--- config.mk ---
export PLATFORM = sky130hd
export DESIGN_NAME = sreg_port
export DESIGN_NICKNAME = d
export VERILOG_FILES = /design/src/rtl/sreg_pkg.sv /design/src/rtl/sreg_sync.sv /design/src/rtl/sreg_engine.sv /design/src/rtl/sreg_file.sv /design/src/rtl/sreg_port.sv
export SDC_FILE = /design/constraint.sdc
export NUM_CORES = 1
export LEC_CHECK = 0
export ABC_CLOCK_PERIOD_IN_PS = 3100
export BUFFER_PORTS_ARGS = -buffer_cell sky130_fd_sc_hd__buf_2
export CORE_MARGIN = 1
export CORE_UTILIZATION = 31
export DETAILED_ROUTE_END_ITERATION = 10
export GPL_TIMING_DRIVEN = 0
export PLACE_DENSITY = 0.43
export SYNTH_ARGS = -nofsm -noshare
export SYNTH_HDL_FRONTEND = slang
export SYNTH_SLANG_ARGS = --single-unit
--- constraint.sdc ---
create_clock -name clk -period 3.1 [get_ports clk]
set_input_delay 0.31 -clock clk [delete_from_list [all_inputs] [get_ports clk]]
set_output_delay 0.31 -clock clk [all_outputs]
set_load 0.01 [all_outputs]
--- src/rtl/sreg_pkg.sv ---
package sreg_pkg;

   localparam int unsigned INSTR_BITS = 16;
   localparam int unsigned ADDR_BITS  = 13;
   localparam int unsigned DATA_BITS  = 8;
   localparam int unsigned MODE_ADDR  = 0;
   localparam int unsigned LOAD_ADDR  = 'h5A;
   localparam int unsigned FILE_SIZE  = LOAD_ADDR + 1;

   // mode register bit positions
   localparam int unsigned MODE_PIN3W = 7;
   localparam int unsigned MODE_LSBF  = 6;
   localparam int unsigned MODE_SRST  = 5;

   typedef enum logic [1:0] {
      PH_INSTR = 2'd0,
      PH_DATA  = 2'd1,
      PH_DONE  = 2'd2
   } phase_e;

   function automatic logic [7:0] field_mask(int unsigned a);
      case (a)
         4:       return 8'h3F;
         5:       return 8'h1F;
         6:       return 8'hFF;
         7:       return 8'h64;
         8:       return 8'h03;
         default: return 8'h00;
      endcase
   endfunction

   function automatic logic [7:0] field_default(int unsigned a);
      case (a)
         6:       return 8'h01;
         default: return 8'h00;
      endcase
   endfunction

endpackage

--- src/rtl/sreg_sync.sv ---
module sreg_sync #(
   parameter int unsigned    W       = 1,
   parameter int unsigned    STAGES  = 2,
   parameter logic [W-1:0]   RST_VAL = '0
) (
   input  logic         clk,
   input  logic         rst_n,
   input  logic [W-1:0] d,
   output logic [W-1:0] q
);

   if (STAGES < 2) begin : g_bad_stages
      $error("sreg_sync: STAGES must be at least 2");
   end

   logic [W-1:0] st [STAGES];

   for (genvar s = 0; s < STAGES; s++) begin : g_st
      if (s == 0) begin : g_first
         always_ff @(posedge clk or negedge rst_n) begin
            if (!rst_n) st[s] <= RST_VAL;
            else        st[s] <= d;
         end
      end else begin : g_next
         always_ff @(posedge clk or negedge rst_n) begin
            if (!rst_n) st[s] <= RST_VAL;
            else        st[s] <= st[s-1];
         end
      end
   end

   assign q = st[STAGES-1];

endmodule

--- src/rtl/sreg_engine.sv ---
module sreg_engine
   import sreg_pkg::*;
(
   input  logic                 clk,
   input  logic                 rst_n,
   input  logic                 sclk_s,
   input  logic                 csb_s,
   input  logic                 sdi_s,
   input  logic                 lsb_first,
   input  logic [DATA_BITS-1:0] rd_byte,
   output logic [ADDR_BITS-1:0] cur_addr,
   output logic                 wr_en,
   output logic [ADDR_BITS-1:0] wr_addr,
   output logic [DATA_BITS-1:0] wr_data,
   output logic                 drive,
   output logic                 dout
);

   localparam int unsigned CNT_W = $clog2(INSTR_BITS) + 1;
   localparam int unsigned BIT_W = $clog2(DATA_BITS);

   phase_e                 ph_q;
   logic                   sclk_d;
   logic [CNT_W-1:0]       cnt_q;
   logic [INSTR_BITS-1:0]  ish_q, ish_n;
   logic [DATA_BITS-1:0]   dsh_q, dsh_n, obuf_q;
   logic                   rd_q, strm_q, load_q;
   logic [1:0]             left_q;
   logic [ADDR_BITS-1:0]   addr_q, addr_step;
   logic [BIT_W-1:0]       out_idx;
   logic                   rise, fall;

   assign rise = sclk_s & ~sclk_d & ~csb_s;
   assign fall = ~sclk_s & sclk_d & ~csb_s;

   assign ish_n = lsb_first ? {sdi_s, ish_q[INSTR_BITS-1:1]} : {ish_q[INSTR_BITS-2:0], sdi_s};
   assign dsh_n = lsb_first ? {sdi_s, dsh_q[DATA_BITS-1:1]} : {dsh_q[DATA_BITS-2:0], sdi_s};

   assign addr_step = lsb_first ? addr_q + ADDR_BITS'(1) : addr_q - ADDR_BITS'(1);
   assign out_idx   = lsb_first ? cnt_q[BIT_W-1:0] : BIT_W'(DATA_BITS - 1) - cnt_q[BIT_W-1:0];

   always_ff @(posedge clk or negedge rst_n) begin
      if (!rst_n) begin
         ph_q    <= PH_INSTR;
         sclk_d  <= 1'b0;
         cnt_q   <= '0;
         ish_q   <= '0;
         dsh_q   <= '0;
         obuf_q  <= '0;
         rd_q    <= 1'b0;
         strm_q  <= 1'b0;
         load_q  <= 1'b0;
         left_q  <= '0;
         addr_q  <= '0;
         wr_en   <= 1'b0;
         wr_addr <= '0;
         wr_data <= '0;
         drive   <= 1'b0;
         dout    <= 1'b0;
      end else begin
         sclk_d <= sclk_s;
         wr_en  <= 1'b0;
         load_q <= 1'b0;
         if (load_q) obuf_q <= rd_byte;
         if (csb_s) begin
            ph_q  <= PH_INSTR;
            cnt_q <= '0;
            drive <= 1'b0;
         end else if (rise) begin
            case (ph_q)
               PH_INSTR: begin
                  ish_q <= ish_n;
                  if (cnt_q == CNT_W'(INSTR_BITS - 1)) begin
                     rd_q   <= ish_n[INSTR_BITS-1];
                     strm_q <= &ish_n[INSTR_BITS-2 -: 2];
                     left_q <= ish_n[INSTR_BITS-2 -: 2];
                     addr_q <= ish_n[ADDR_BITS-1:0];
                     ph_q   <= PH_DATA;
                     cnt_q  <= '0;
                     load_q <= 1'b1;
                  end else begin
                     cnt_q <= cnt_q + CNT_W'(1);
                  end
               end
               PH_DATA: begin
                  dsh_q <= dsh_n;
                  if (cnt_q == CNT_W'(DATA_BITS - 1)) begin
                     cnt_q  <= '0;
                     addr_q <= addr_step;
                     load_q <= 1'b1;
                     if (!rd_q) begin
                        wr_en   <= 1'b1;
                        wr_addr <= addr_q;
                        wr_data <= dsh_n;
                     end
                     if (!strm_q) begin
                        if (left_q == 2'd0) begin
                           ph_q  <= PH_DONE;
                           drive <= 1'b0;
                        end else begin
                           left_q <= left_q - 2'd1;
                        end
                     end
                  end else begin
                     cnt_q <= cnt_q + CNT_W'(1);
                  end
               end
               default: ;
            endcase
         end else if (fall && ph_q == PH_DATA && rd_q) begin
            dout  <= obuf_q[out_idx];
            drive <= 1'b1;
         end
      end
   end

   assign cur_addr = addr_q;

endmodule

--- src/rtl/sreg_file.sv ---
module sreg_file
   import sreg_pkg::*;
#(
   parameter int unsigned NUM_REGS = FILE_SIZE,
   parameter int unsigned UPD_ADDR = LOAD_ADDR
) (
   input  logic                       clk,
   input  logic                       rst_n,
   input  logic                       wr_en,
   input  logic [ADDR_BITS-1:0]       wr_addr,
   input  logic [DATA_BITS-1:0]       wr_data,
   input  logic [ADDR_BITS-1:0]       rd_addr,
   output logic [DATA_BITS-1:0]       rd_data,
   output logic [DATA_BITS-1:0]       mode,
   output logic                       upd_fire,
   output logic [NUM_REGS*DATA_BITS-1:0] act_img,
   output logic [NUM_REGS*DATA_BITS-1:0] shd_img
);

   localparam int unsigned IDX_W = $clog2(NUM_REGS);

   logic [2:0]           mode_q;
   logic                 srst;
   logic [DATA_BITS-1:0] shd_arr [NUM_REGS];
   logic [DATA_BITS-1:0] act_arr [NUM_REGS];

   // mode register: no shadow, bits 7:5 stored, bit 4 fixed high
   always_ff @(posedge clk or negedge rst_n) begin
      if (!rst_n)                                       mode_q <= 3'b000;
      else if (wr_en && wr_addr == ADDR_BITS'(MODE_ADDR)) mode_q <= wr_data[MODE_PIN3W:MODE_SRST];
   end

   assign mode     = {mode_q, 1'b1, 4'b0000};
   assign srst     = mode_q[MODE_SRST-5];
   assign upd_fire = wr_en && wr_addr == ADDR_BITS'(UPD_ADDR) && wr_data[0];

   for (genvar a = 0; a < NUM_REGS; a++) begin : g_reg
      localparam logic [DATA_BITS-1:0] MSK = field_mask(a);
      localparam logic [DATA_BITS-1:0] DEF = field_default(a) & MSK;
      if (a != MODE_ADDR && a != UPD_ADDR && MSK != '0) begin : g_live
         always_ff @(posedge clk or negedge rst_n) begin
            if (!rst_n)                                  shd_arr[a] <= DEF;
            else if (srst)                               shd_arr[a] <= DEF;
            else if (wr_en && wr_addr == ADDR_BITS'(a))  shd_arr[a] <= wr_data & MSK;
         end
         always_ff @(posedge clk or negedge rst_n) begin
            if (!rst_n)        act_arr[a] <= DEF;
            else if (srst)     act_arr[a] <= DEF;
            else if (upd_fire) act_arr[a] <= shd_arr[a];
         end
      end else begin : g_none
         assign shd_arr[a] = '0;
         assign act_arr[a] = '0;
      end
      assign act_img[a*DATA_BITS +: DATA_BITS] = act_arr[a];
      assign shd_img[a*DATA_BITS +: DATA_BITS] = shd_arr[a];
   end

   always_comb begin
      rd_data = '0;
      if (rd_addr == ADDR_BITS'(MODE_ADDR))     rd_data = mode;
      else if (rd_addr < ADDR_BITS'(NUM_REGS))  rd_data = act_arr[rd_addr[IDX_W-1:0]];
   end

endmodule

--- src/rtl/sreg_port.sv ---
module sreg_port
   import sreg_pkg::*;
#(
   parameter int unsigned SYNC_STAGES = 2,
   parameter int unsigned NUM_REGS    = FILE_SIZE,
   parameter int unsigned UPD_ADDR    = LOAD_ADDR
) (
   input  logic clk,
   input  logic rst_n,
   input  logic sclk,
   input  logic csb,
   input  logic sdio_in,
   output logic sdio_out,
   output logic sdio_oe,
   output logic sdo_out,
   output logic sdo_oe
);

   if (NUM_REGS <= UPD_ADDR || NUM_REGS > (1 << ADDR_BITS)) begin : g_bad_size
      $error("sreg_port: NUM_REGS must exceed UPD_ADDR and fit the address field");
   end

   logic                          sclk_s, csb_s, sdi_s;
   logic [ADDR_BITS-1:0]          cur_addr, wr_addr;
   logic [DATA_BITS-1:0]          wr_data, rd_byte, cfg_w;
   logic                          wr_en, drive, dout, upd_w;
   logic [NUM_REGS*DATA_BITS-1:0] act_w, shd_w;

   sreg_sync #(.W(3), .STAGES(SYNC_STAGES), .RST_VAL(3'b010)) u_sync (
      .clk   (clk),
      .rst_n (rst_n),
      .d     ({sclk, csb, sdio_in}),
      .q     ({sclk_s, csb_s, sdi_s})
   );

   sreg_engine u_eng (
      .clk       (clk),
      .rst_n     (rst_n),
      .sclk_s    (sclk_s),
      .csb_s     (csb_s),
      .sdi_s     (sdi_s),
      .lsb_first (cfg_w[MODE_LSBF]),
      .rd_byte   (rd_byte),
      .cur_addr  (cur_addr),
      .wr_en     (wr_en),
      .wr_addr   (wr_addr),
      .wr_data   (wr_data),
      .drive     (drive),
      .dout      (dout)
   );

   sreg_file #(.NUM_REGS(NUM_REGS), .UPD_ADDR(UPD_ADDR)) u_file (
      .clk      (clk),
      .rst_n    (rst_n),
      .wr_en    (wr_en),
      .wr_addr  (wr_addr),
      .wr_data  (wr_data),
      .rd_addr  (cur_addr),
      .rd_data  (rd_byte),
      .mode     (cfg_w),
      .upd_fire (upd_w),
      .act_img  (act_w),
      .shd_img  (shd_w)
   );

   assign sdio_out = dout;
   assign sdo_out  = dout;
   assign sdio_oe  = drive &  cfg_w[MODE_PIN3W];
   assign sdo_oe   = drive & ~cfg_w[MODE_PIN3W];

endmodule

==> flow_summary.toml <==
[cells_and_area]
nFillCells = 2152
finalNonFillerCells = 993
utilization_pct = 37.0
drive_above_1_share_pct = 14.3
diodes = 0
multiInputGateArea_mm2 = 0.00310
area_delta_synth_final_pct = 16.2
nNetsFinal = 727
seqCellArea_mm2 = 0.00349

[setup_path]
cpMostUsedCell = "a311oi_1"
path_buf_inv = 2
cp_max_fo = 11
cp.required_ps = 3370
crit_chain = "buf_4 -> clkinvlp_4 -> ha_2 -> a21oi_1 -> o21ai_1 -> nand2_1 -> a311oi_1 -> mux2i_1 -> a311oi_1"
arrival_ps = 3130
worstSetupEndpointType = "flip-flop"
cp_slowest_stage_delay_ps = 560
path_class = "flip-flop to flip-flop"
crit_slowest_cell = "dfrtp_4"
start_kind = "flip-flop"
crit_family = "compound AO/OA/AOI/OAI gates"

[sta]
relSlewSlack_pct = 40.9
finalHoldViolCount = 0
finalSetupViolCount = 0
post-route-period-util_pct = 92.4
finClkSkew_ps = 17.3
worst_pin_slew_ps = 874
drv_slew = 0
fmax_mhz = 349
layout_min_cycle_time_ps = 2860

[global_route]
grt_antenna_before_repair = 0
grt_util_all_layers_pct = 16.9
grt_pass1_wl_um = 28300
grt_max_degree = 73
grt_overflow_total = 0
first_global_vias = 5020

[clocking]
cts.root.buffer_cell = "clkbuf_16"
htreeDepth = 4
cts_tree = "yes"
clock_path_buffers = 2
cts_buffers = 17
cts_sinks = 139
path_clk_slew_ps = 60
clk-insertion-delay-late_ps = 420

[power]
pwr-share-comb_pct = 3.5
switching_share_pct = 22.2
pwr-share-seq_pct = 46.0
ir_drop_mv = 0.333
power.internal_mw = 3.17
p_total_mw = 4.07
power_frac_clock_pct = 50.5
p_leak_nw = 3.47
power_density_mw_per_mm2 = 519
p_sw_mw = 0.904

[place]
dp_hpwl_um = 12500
dp_cells = 957
numPortBuffers = 8
gp_congestion = 0.791

[synthesis]
ys_types = 60
synth_area_per_cell_um2 = 10.0
synth_area_mm2 = 0.00676
synth_edf_count = 0
synth_nets = 694
ys_seq_area_share_pct = 51.6
synthFlopType = "dfrtp_1"
ys_warn_count = 0
ys_async_sr_fraction_pct = 100
ys_ff_latch = 139
synth_cells = 673

[detailed_routing]
wl_per_cell_um = 17.6
vias = 4929
route.detailed.drc = 0
antenna_left = 0
initialDrtViolationCount = 267
vias_per_cell = 4.96
routed_wl_um = 17400
drt_pre_antenna_iters = 4

[run]
drv_cap = 0

[hold_path]
min_path_type = "flip-flop to flip-flop"

[die]
row_count = 53
die_height_um = 150
dieWidth_um = 150
die_area_mm2 = 0.0224
start_util_pct = 31.8
io_pins = 9
coreArea_mm2 = 0.0212

[outcome]
status = "complete, no violations"
## state kept, by name, summed over array words and instances (netlist names)
name	flops
u_eng.obuf_q	8
u_eng.left_q	2
u_eng.ish_q	16
u_eng.wr_en	1
u_eng.wr_data	8
u_eng.cnt_q	5
u_file.mode_q	3
u_eng.dsh_q	8
u_file.shd_img	24
u_eng.strm_q	1
u_eng.cur_addr	13
u_eng.dout	1
u_eng.sclk_d	1
u_eng.ph_q	2
u_eng.drive	1
u_file.act_img	24
u_sync.st	3
u_eng.load_q	1
u_eng.rd_q	1
u_eng.wr_addr	13
u_sync.q	3
## power groups by stage
stage               registers (mW)  logic (mW)  clock network, mW
floorplan                     1.90      0.0662                  0
global placement              1.90       0.132                  0
detailed placement            1.91       0.140                  0
CTS                           1.87       0.145               2.10
global route                  1.88       0.165               2.18
finish                        1.87       0.142               2.06
## layout make-up
type / instances / area share [%]
Buffer: 36 / 1.99
Clock buffer: 19 / 5.64
Clock inverter: 12 / 1.90
Inverter: 10 / 0.526
Multi-Input combinational cell: 487 / 39.5
Sequential cell: 139 / 44.4
Tap cell: 275 / 4.38
Timing Repair Buffer: 14 / 1.55
Timing Repair inverter: 1 / 0.0638
## layout by cell type, fill, tap and decap left out, types with 12 or more instances in the layout
master	synthesis	layout
a21oi_1	61	61
buf_2	8	15
clkbuf_1	22	23
clkbuf_16	0	17
dfrtp_1	135	134
ha_1	15	12
mux2_2	18	18
mux2i_1	52	52
nand2_1	109	109
nand3_1	16	16
nor2_1	59	59
o21ai_0	55	54
## synth_stat cells, drive strengths merged, types with 2 or more instances
master    n  share of area, %
dfrtp   135                50
nand2   109               6.1
nor2     66               3.9
a21oi    61               4.5
o21ai    55               4.1
mux2i    52               7.7
clkbuf   22               1.2
mux2     18               3.0
nand3    16               1.2
buf      15               1.1
ha       15               2.8
inv      10              0.56
nor2b     8              0.74
mux4      6               2.0
a21o      5              0.56
a31oi     5              0.46
nor3      5              0.37
dfstp     4               1.6
nand2b    4              0.37
xnor2     4              0.52
xor2      4              0.52
nand3b    3              0.33
nand4     3              0.28
nor3b     3              0.50
o21a      3              0.33
o31ai     3              0.33
or2       3              0.28
a211oi    2              0.22
a22oi     2              0.22
a311oi    2              0.26
and2      2              0.20
and3      2              0.19
nor4      2              0.41
nor4bb    2              0.30
o22ai     2              0.19
or3b      2              0.26
or4       2              0.28
## cell families after synthesis
group / Yosys count / synth area share [%]
AND/OR/NAND/NOR: 237 / 16.3
adder cells (fa/ha/maj): 16 / 3.07
flip-flops: 139 / 51.6
XOR/XNOR: 8 / 1.04
buffers and inverters: 47 / 2.87
multiplexers: 76 / 12.7
AO/OA/AOI/OAI: 150 / 12.4
## worst register-to-register path, cell delays in order (launching register included)
cell and delay (ps):
dfrtp_4 560, buf_4 300, clkinvlp_4 230, ha_2 440
a21oi_1 100, o21ai_1 270, nand2_1 130, a311oi_1 350
mux2i_1 290, a311oi_1 70
## final timing paths
| kind | startpoint | endpoint | slack (ps) | depth (start not counted) |
|---|---|---|---|---|
| max | u_file.mode_q[1]$_DFFE_PN0P_ | u_eng.cur_addr[11]$_DFFE_PN0P_ | 240 | 9 |
| min | u_sync.st[5]$_DFF_PN0_ | u_sync.q[2]$_DFF_PN0_ | 350 | 0 |
| max reg2reg | u_file.mode_q[1]$_DFFE_PN0P_ | u_eng.cur_addr[11]$_DFFE_PN0P_ | 240 | 9 |
| min reg2reg | u_sync.st[5]$_DFF_PN0_ | u_sync.q[2]$_DFF_PN0_ | 350 | 0 |
| max in group asynchronous | rst_n | u_eng.cur_addr[0]$_DFFE_PN0P_ | 1860 | 3 |
| min in group asynchronous | rst_n | u_sync.q[2]$_DFF_PN0_ | 450 | 2 |
## what timing repair did
action | CTS | global route
setup endpoints to repair | 9 | 3
hold endpoints to repair | 66 | 0
cloned | 0 | 1
hold buffers | 4 | 0
buffers inserted | 0 | 1
gates resized for setup | 5 | 5
pin swaps | 0 | 0
## stage by stage
stage          cell area (um2)  hold slack (ps)  TNS (ps)  worst slack, ps
6_report                  7850              346         0              235
2_1_floorplan             6760             14.4         0              115
3_3_place_gp              7140              335    -46960             -792
5_1_grt                   7850              357     -3.94            -3.94
4_1_cts                   7820              349         0             72.1
3_5_place_dp              7170              338     -4150             -808
## routing by layer
layer | global-route usage [%] | share of wire [%]
met4 | 6.53 | 1.8
met1 | 24.2 | 51
met2 | 24.5 | 43
met5 | 0 | 0
met3 | 3.72 | 3.4
Note: power is estimated with default switching activity, not from simulation.
